===== src/rtl/tpm_pkg.sv =====
package tpm_pkg;
   typedef enum logic [1:0] {
      SEQ_IDLE = 2'd0,
      SEQ_UP   = 2'd1,
      SEQ_DOWN = 2'd2,
      SEQ_HOLD = 2'd3
   } seq_state_e;

   localparam int unsigned NSEG = 2;
endpackage


===== src/rtl/tpm_chirp_seq.sv =====
module tpm_chirp_seq
   import tpm_pkg::*;
#(
   parameter int unsigned W  = 16,
   parameter int unsigned CW = 16
) (
   input  logic                clk,
   input  logic                rst_n,
   input  logic                run,
   input  logic                saw_mode,
   input  logic signed [W-1:0] start_word,
   input  logic signed [W-1:0] stop_word,
   input  logic        [W-1:0] ramp_step,
   input  logic       [CW-1:0] idle_len,
   output logic signed [W-1:0] word_o
);
   localparam int unsigned XW = W + 2;

   seq_state_e          st_q;
   logic signed [W-1:0] w_q;
   logic       [CW-1:0] cnt_q;
   logic signed [XW-1:0] w_x, up_x, dn_x, start_x, stop_x, step_x;

   always_comb begin
      w_x     = {{2{w_q[W-1]}}, w_q};
      start_x = {{2{start_word[W-1]}}, start_word};
      stop_x  = {{2{stop_word[W-1]}}, stop_word};
      step_x  = $signed({2'b00, ramp_step});
      up_x    = w_x + step_x;
      dn_x    = w_x - step_x;
   end

   always_ff @(posedge clk or negedge rst_n) begin
      if (!rst_n) begin
         st_q  <= SEQ_IDLE;
         w_q   <= '0;
         cnt_q <= '0;
      end else if (!run) begin
         st_q  <= SEQ_IDLE;
         w_q   <= start_word;
         cnt_q <= '0;
      end else begin
         unique case (st_q)
            SEQ_IDLE: begin
               w_q  <= start_word;
               st_q <= SEQ_UP;
            end
            SEQ_UP: begin
               if (up_x >= stop_x) begin
                  w_q   <= stop_word;
                  cnt_q <= '0;
                  st_q  <= saw_mode ? SEQ_HOLD : SEQ_DOWN;
               end else begin
                  w_q <= up_x[W-1:0];
               end
            end
            SEQ_DOWN: begin
               if (dn_x <= start_x) begin
                  w_q   <= start_word;
                  cnt_q <= '0;
                  st_q  <= SEQ_HOLD;
               end else begin
                  w_q <= dn_x[W-1:0];
               end
            end
            default: begin
               w_q <= start_word;
               if (cnt_q == idle_len) begin
                  cnt_q <= '0;
                  st_q  <= SEQ_UP;
               end else begin
                  cnt_q <= cnt_q + 1'b1;
               end
            end
         endcase
      end
   end

   assign word_o = w_q;

   // a rising ramp never moves the word downward
   assert_ramp_up_monotonic_R10: assert property (@(posedge clk) disable iff (!rst_n)
      (st_q == SEQ_UP && run && stop_word >= w_q) |=> (w_q >= $past(w_q)));

   // dropping run returns the sequencer to idle
   assert_run_low_idle_R12: assert property (@(posedge clk) disable iff (!rst_n)
      !run |=> (st_q == SEQ_IDLE));
endmodule


===== src/rtl/tpm_predist.sv =====
module tpm_predist #(
   parameter int unsigned W    = 16,
   parameter int unsigned GW   = 16,
   parameter int unsigned FRAC = 12,
   parameter bit          SAT  = 1'b1
) (
   input  logic signed [W-1:0] n_i,
   input  logic signed [W-1:0] brk_i,
   input  logic       [GW-1:0] g0_i,
   input  logic       [GW-1:0] g1_i,
   output logic signed [W-1:0] out_o
);
   localparam int unsigned PW = GW + W + 3;

   logic                  hi_seg;
   logic signed [W-1:0]   a_sel;
   logic signed [W:0]     d_raw;
   logic signed [PW-1:0]  g0x, g1x, ax, dx, p0, p1, acc, shv;

   always_comb begin
      hi_seg = n_i > brk_i;
      a_sel  = hi_seg ? brk_i : n_i;
      d_raw  = hi_seg ? ($signed({n_i[W-1], n_i}) - $signed({brk_i[W-1], brk_i})) : '0;
      g0x    = $signed({{(PW-GW){1'b0}}, g0_i});
      g1x    = $signed({{(PW-GW){1'b0}}, g1_i});
      ax     = {{(PW-W){a_sel[W-1]}}, a_sel};
      dx     = {{(PW-W-1){d_raw[W]}}, d_raw};
      p0     = g0x * ax;
      p1     = g1x * dx;
      acc    = p0 + p1;
      shv    = acc >>> FRAC;
   end

   generate
      if (SAT) begin : g_sat
         logic ovf;
         always_comb begin
            ovf = !((&shv[PW-1:W-1]) || !(|shv[PW-1:W-1]));
            if (ovf)
               out_o = shv[PW-1] ? {1'b1, {(W-1){1'b0}}} : {1'b0, {(W-1){1'b1}}};
            else
               out_o = shv[W-1:0];
         end
      end else begin : g_wrap
         assign out_o = shv[W-1:0];
      end
   endgenerate
endmodule


===== src/rtl/tpm_slope_lms.sv =====
module tpm_slope_lms
   import tpm_pkg::*;
#(
   parameter int unsigned W      = 16,
   parameter int unsigned GW     = 16,
   parameter int unsigned EW     = 12,
   parameter int unsigned SW     = 4,
   parameter int unsigned G0_RST = 4096,
   parameter int unsigned G1_RST = 4096
) (
   input  logic                clk,
   input  logic                rst_n,
   input  logic                upd_en,
   input  logic signed [EW-1:0] err_i,
   input  logic signed [W-1:0] n_i,
   input  logic signed [W-1:0] brk_i,
   input  logic       [SW-1:0] mu_i,
   output logic       [GW-1:0] g0_o,
   output logic       [GW-1:0] g1_o
);
   localparam int unsigned LW = ((GW > W + 1) ? GW : W + 1) + 2;

   logic signed [W-1:0] nd_q;
   logic                seg_hi;
   logic                err_pos, err_neg;
   logic       [GW-1:0] g_q [NSEG];

   always_ff @(posedge clk or negedge rst_n) begin
      if (!rst_n) nd_q <= '0;
      else        nd_q <= n_i;
   end

   always_comb begin
      seg_hi  = nd_q > brk_i;
      err_neg = err_i[EW-1];
      err_pos = !err_i[EW-1] && (|err_i);
   end

   generate
      for (genvar s = 0; s < NSEG; s++) begin : g_seg
         localparam logic [GW-1:0] RST_V = (s == 0) ? GW'(G0_RST) : GW'(G1_RST);
         logic signed [W:0]    base, shf;
         logic signed [LW-1:0] gx, dx, nxt;
         logic signed [LW-1:0] gmax;
         logic                 hit;

         always_comb begin
            if (s == 0) base = {nd_q[W-1], nd_q};
            else        base = $signed({nd_q[W-1], nd_q}) - $signed({brk_i[W-1], brk_i});
            shf  = base >>> mu_i;
            dx   = {{(LW-W-1){shf[W]}}, shf};
            gx   = $signed({{(LW-GW){1'b0}}, g_q[s]});
            gmax = $signed({{(LW-GW){1'b0}}, {GW{1'b1}}});
            nxt  = err_pos ? (gx + dx) : (gx - dx);
            hit  = upd_en && (err_pos || err_neg) && (seg_hi == (s == 1));
         end

         always_ff @(posedge clk or negedge rst_n) begin
            if (!rst_n) begin
               g_q[s] <= RST_V;
            end else if (hit) begin
               if (nxt < 0)          g_q[s] <= '0;
               else if (nxt > gmax)  g_q[s] <= {GW{1'b1}};
               else                  g_q[s] <= nxt[GW-1:0];
            end
         end
      end
   endgenerate

   assign g0_o = g_q[0];
   assign g1_o = g_q[1];

   // without an enabled, nonzero error sample the slopes hold
   assert_slopes_hold_R8: assert property (@(posedge clk) disable iff (!rst_n)
      (!upd_en || err_i == '0) |=> ($stable(g0_o) && $stable(g1_o)));

   // at most one segment slope moves per clock
   assert_one_segment_R7: assert property (@(posedge clk) disable iff (!rst_n)
      1'b1 |=> !((g0_o != $past(g0_o)) && (g1_o != $past(g1_o))));
endmodule


===== src/rtl/tpm_cal_top.sv =====
module tpm_cal_top #(
   parameter int unsigned W      = 16,
   parameter int unsigned GW     = 16,
   parameter int unsigned FRAC   = 12,
   parameter int unsigned EW     = 12,
   parameter int unsigned SW     = 4,
   parameter int unsigned CW     = 16,
   parameter int unsigned G0_RST = 4096,
   parameter int unsigned G1_RST = 4096,
   parameter bit          SAT    = 1'b1
) (
   input  logic                 clk,
   input  logic                 rst_n,
   input  logic                 run,
   input  logic                 saw_mode,
   input  logic signed [W-1:0]  start_word,
   input  logic signed [W-1:0]  stop_word,
   input  logic        [W-1:0]  ramp_step,
   input  logic       [CW-1:0]  idle_len,
   input  logic signed [W-1:0]  brk_word,
   input  logic                 cal_en,
   input  logic       [SW-1:0]  step_exp,
   input  logic                 err_vld,
   input  logic signed [EW-1:0] err_in,
   output logic signed [W-1:0]  div_word,
   output logic signed [W-1:0]  osc_word,
   output logic       [GW-1:0]  slope0,
   output logic       [GW-1:0]  slope1
);
   generate
      if (W < 4)           begin : g_chk_w  $error("W must be at least 4");          end
      if (FRAC >= GW)      begin : g_chk_f  $error("FRAC must be below GW");         end
      if (EW < 2)          begin : g_chk_e  $error("EW must be at least 2");         end
      if (G0_RST >= (1 << GW) || G1_RST >= (1 << GW))
                           begin : g_chk_g  $error("reset slopes exceed GW bits");   end
   endgenerate

   logic signed [W-1:0] seq_word;
   logic signed [W-1:0] pd_word;

   tpm_chirp_seq #(.W(W), .CW(CW)) seq_i (
      .clk        (clk),
      .rst_n      (rst_n),
      .run        (run),
      .saw_mode   (saw_mode),
      .start_word (start_word),
      .stop_word  (stop_word),
      .ramp_step  (ramp_step),
      .idle_len   (idle_len),
      .word_o     (seq_word)
   );

   tpm_predist #(.W(W), .GW(GW), .FRAC(FRAC), .SAT(SAT)) pd_i (
      .n_i   (seq_word),
      .brk_i (brk_word),
      .g0_i  (slope0),
      .g1_i  (slope1),
      .out_o (pd_word)
   );

   tpm_slope_lms #(.W(W), .GW(GW), .EW(EW), .SW(SW),
                   .G0_RST(G0_RST), .G1_RST(G1_RST)) lms_i (
      .clk    (clk),
      .rst_n  (rst_n),
      .upd_en (err_vld && cal_en),
      .err_i  (err_in),
      .n_i    (div_word),
      .brk_i  (brk_word),
      .mu_i   (step_exp),
      .g0_o   (slope0),
      .g1_o   (slope1)
   );

   always_ff @(posedge clk or negedge rst_n) begin
      if (!rst_n) begin
         div_word <= '0;
         osc_word <= '0;
      end else begin
         div_word <= seq_word;
         osc_word <= pd_word;
      end
   end
endmodule


===== config.mk =====
export PLATFORM = sky130hd
export DESIGN_NAME = tpm_cal_top
export DESIGN_NICKNAME = d
export VERILOG_FILES = /design/src/rtl/tpm_pkg.sv /design/src/rtl/tpm_chirp_seq.sv /design/src/rtl/tpm_predist.sv /design/src/rtl/tpm_slope_lms.sv /design/src/rtl/tpm_cal_top.sv
export SDC_FILE = /design/constraint.sdc
export NUM_CORES = 2
export LEC_CHECK = 0
export BUFFER_PORTS_ARGS = -buffer_cell sky130_fd_sc_hd__buf_2
export CAP_MARGIN = 0
export CORE_MARGIN = 3
export CORE_UTILIZATION = 70
export DETAILED_ROUTE_END_ITERATION = 7
export HOLD_SLACK_MARGIN = 0.02
export PLACE_DENSITY = 0.95
export SETUP_SLACK_MARGIN = 0.15
export SYNTH_ARGS = -nofsm -noshare
export SYNTH_HDL_FRONTEND = slang
export SYNTH_SLANG_ARGS = --single-unit
export TNS_END_PERCENT = 1

===== constraint.sdc =====
create_clock -name clk -period 35.2 [get_ports clk]
set_input_delay 5.28 -clock clk [delete_from_list [all_inputs] [get_ports clk]]
set_output_delay 5.28 -clock clk [all_outputs]
set_load 0.01 [all_outputs]

==> metrics <==
first-pass GRT wire length=about 160000 um; TritonCTS Sinks=114; maximum clock path buffer count=2; mapped cell area=between 30000 and 40000 um2; most frequent cells after synthesis=650 x inv_1, 424 x ha_1, 409 x fa_1, 399 x nand2_1, 235 x nor2_1; Worst setup EP type=flop; Highest Clock Rate=roughly 56 MHz; Worst path top cell family by delay=compound AO/OA/AOI/OAI gates; max incr delay on CP=about 1.2 ns; routed vias=roughly 29000; Final min period=between 15 and 20 ns; sequential share of the synthesized area=roughly 8.8%; number of buffers added on ports=approximately 170; vias in the first global route=around 31000; Setup Skew=0.0208 ns; DR iter-0 viols=between 3000 and 4000; H-Tree Depth=4; Worst-path clk slew=0.06 ns; Adder-Cell Fraction of Synth Area=41.7%; Multi-input gate area=about 26000 um2; MaxCap Viol Count=0; Num CTS Buffers=17; area fraction in compound gates after synthesis=~14%; mux share of post-synthesis cell area=2.32%; final hold violations=0; status=complete, but fails checks; Arr. time, crit path=between 15 and 20 ns; final wirelength=just under 100000 um; DRC errors left=4; main combinational cell family by area after synthesis=adder cells; via density per instance=6.46; ys flop type=dfrtp_1; Tcrit/Tclk final=between 50% and 60%; clk_lat worst skew=0.48 ns; All-Layer GR Usage=39.4%; Synth warnings=0; number of flops mapped to enable cells by yosys=0; Final Setup Violations=0; Worst Path Required=around 35 ns; Synth area leaders=fa_1 25%, ha_1 16%, dfrtp_1 8.7%; syn avg cell area=approximately 8.4 um2; initial antenna violation count=6; Root Driver=clkbuf_16; wire per inst=about 21 um; failing checks=design-rule violations; First-pass DRT Iterations=8; Yosys reg bits=about 110; Die Ht=about 220 um; maximum fanout along the worst path=45; post-CTS setup buffers=0; most numerous cell in the Yosys netlist=inv_1; post-synth top area cell=fa_1; Slew headroom=around 2.3%; I/O pin total=~170; HPWL Detailed=about 75000 um; CP Launch Type=primary input; CP max-delay cell=nor2_1; RSZ-0062 raised after global routing=false; grt ovf=0; Initial Utilization=about 71%; XOR/XNOR Fraction of Synth Area=around 5.4%; Syn-to-layout area delta=5.79%; Routed Antenna Nets=0; Die W=~220 um; number of fill cells=between 2000 and 3000; total die area=around 50000 um2; FP Rows=78; Storage cell area=~2900 um2; post-CTS sizing=0; Setup TNS=0 ns; fraction of registers with async set/reset=between 90% and 100%; post-synthesis simple-gate area fraction=18.3%; area of the core=roughly 45000 um2; pins over their slew limit=0; cts hold-fix bufs=0; CTS tree=done; most frequent CP cell=fa_1; share of cells above drive strength 1=~8%; Syn Nets=~4800; Yosys cell types=97; share of the synthesized area in the top cell type=between 20% and 30%; HP Class=reg -> reg; Slew @ Worst Pin=1.46 ns; Final #Nets=~5000; Synth Instances=just under 4000; placer congestion estimate=~1.0; Crit Path Class=in -> reg; Buf/Inv on CP=6; largest net degree at the start of global routing=between 70 and 80
-- metrics by stage --
stage	utilization (%)	instances	cell area, um2	hold slack [ns]	setup WS [ns]
5_1_grt	75.2	4558	34200	0.380	16.24
6_report	75.2	4563	34200	0.376	17.23
3_3_place_gp	73.8	4526	33600	0.356	17.58
4_1_cts	75.2	4558	34200	0.374	17.58
2_1_floorplan	-	3872	32300	0.397	19.07
3_5_place_dp	73.8	4526	33600	0.362	17.13
-- routing by layer --
metal	global-route usage, %	up-vias	wire (um)
met1	44.8	13800	33000
met5	0	-	39
li1	-	12800	-
met3	12.2	742	12100
met2	63.5	2116	43700
met4	27.9	6	8200
-- layout by cell type, fill, tap and decap left out, drive strengths merged, types with 20 or more instances in the layout --
cell type / synthesis / layout
inv: 651 / 658
ha: 424 / 424
fa: 409 / 409
nand2: 399 / 399
nor2: 236 / 236
buf: 26 / 196
a21oi: 193 / 193
and2: 185 / 185
o21ai: 141 / 141
xnor2: 127 / 127
dfrtp: 112 / 112
nor2b: 83 / 83
xor2: 74 / 74
a21o: 61 / 61
and3: 51 / 51
nor3: 51 / 51
nand3: 42 / 42
nand2b: 37 / 37
o21a: 34 / 34
mux2i: 30 / 30
a211oi: 30 / 30
nand4: 28 / 28
or2: 27 / 27
o21bai: 24 / 24
a31oi: 20 / 20
-- worst reg2reg max path: cells and delay by family, from the launching register on --
family                   cells  cell delay [ns]
adder cells (fa/ha/maj)      9             4.07
AO/OA/AOI/OAI               15             4.60
flip-flops                   1             0.60
buffers and inverters        4             0.24
AND/OR/NAND/NOR             11             3.93
-- cell families after synthesis --
group,count (synthesis)
AO/OA/AOI/OAI,676
AND/OR/NAND/NOR,1201
flip-flops,114
XOR/XNOR,201
adder cells (fa/ha/maj),833
buffers and inverters,794
multiplexers,53
-- path summary, 6_finish.rpt --
path | to | cells past startpoint | from | slack, ns
worst max-delay path | osc_word[3]$_DFF_PN0_ | 41 | brk_word[2] | 17.23
worst min-delay path | lms_i.nd_q[4]$_DFF_PN0_ | 0 | div_word[4]$_DFF_PN0_ | 0.38
worst max register to register | osc_word[3]$_DFF_PN0_ | 39 | seq_i.word_o[1]$_DFF_PN0_ | 21.58
worst min register to register | lms_i.nd_q[4]$_DFF_PN0_ | 0 | div_word[4]$_DFF_PN0_ | 0.38
max in group asynchronous | osc_word[7]$_DFF_PN0_ | 2 | rst_n | 28.95
min in group asynchronous | lms_i.g1_o[15]$_DFFE_PN0P_ | 1 | rst_n | 4.83
-- sequential cells by signal (all words and copies together), names as in the netlist --
name	cells
div_word	16
lms_i.g0_o	16
lms_i.g1_o	16
lms_i.nd_q	16
osc_word	16
seq_i.cnt_q	16
seq_i.word_o	16
seq_i.st_q	2
-- area by class of cell --
| type | instances | area share, % |
|---|---|---|
| sequential | 114 | 8.34 |
| clock inverter | 15 | 0.574 |
| tap | 600 | 2.19 |
| antenna | 5 | 0.0366 |
| inverter | 652 | 7.15 |
| multi-input combinational | 2964 | 77.4 |
| clock buffer | 17 | 1.24 |
| timing repair buffer | 196 | 3.10 |
Power is not shown: default switching activity piles up to over one toggle a cycle in this logic, so the estimate is an artifact.
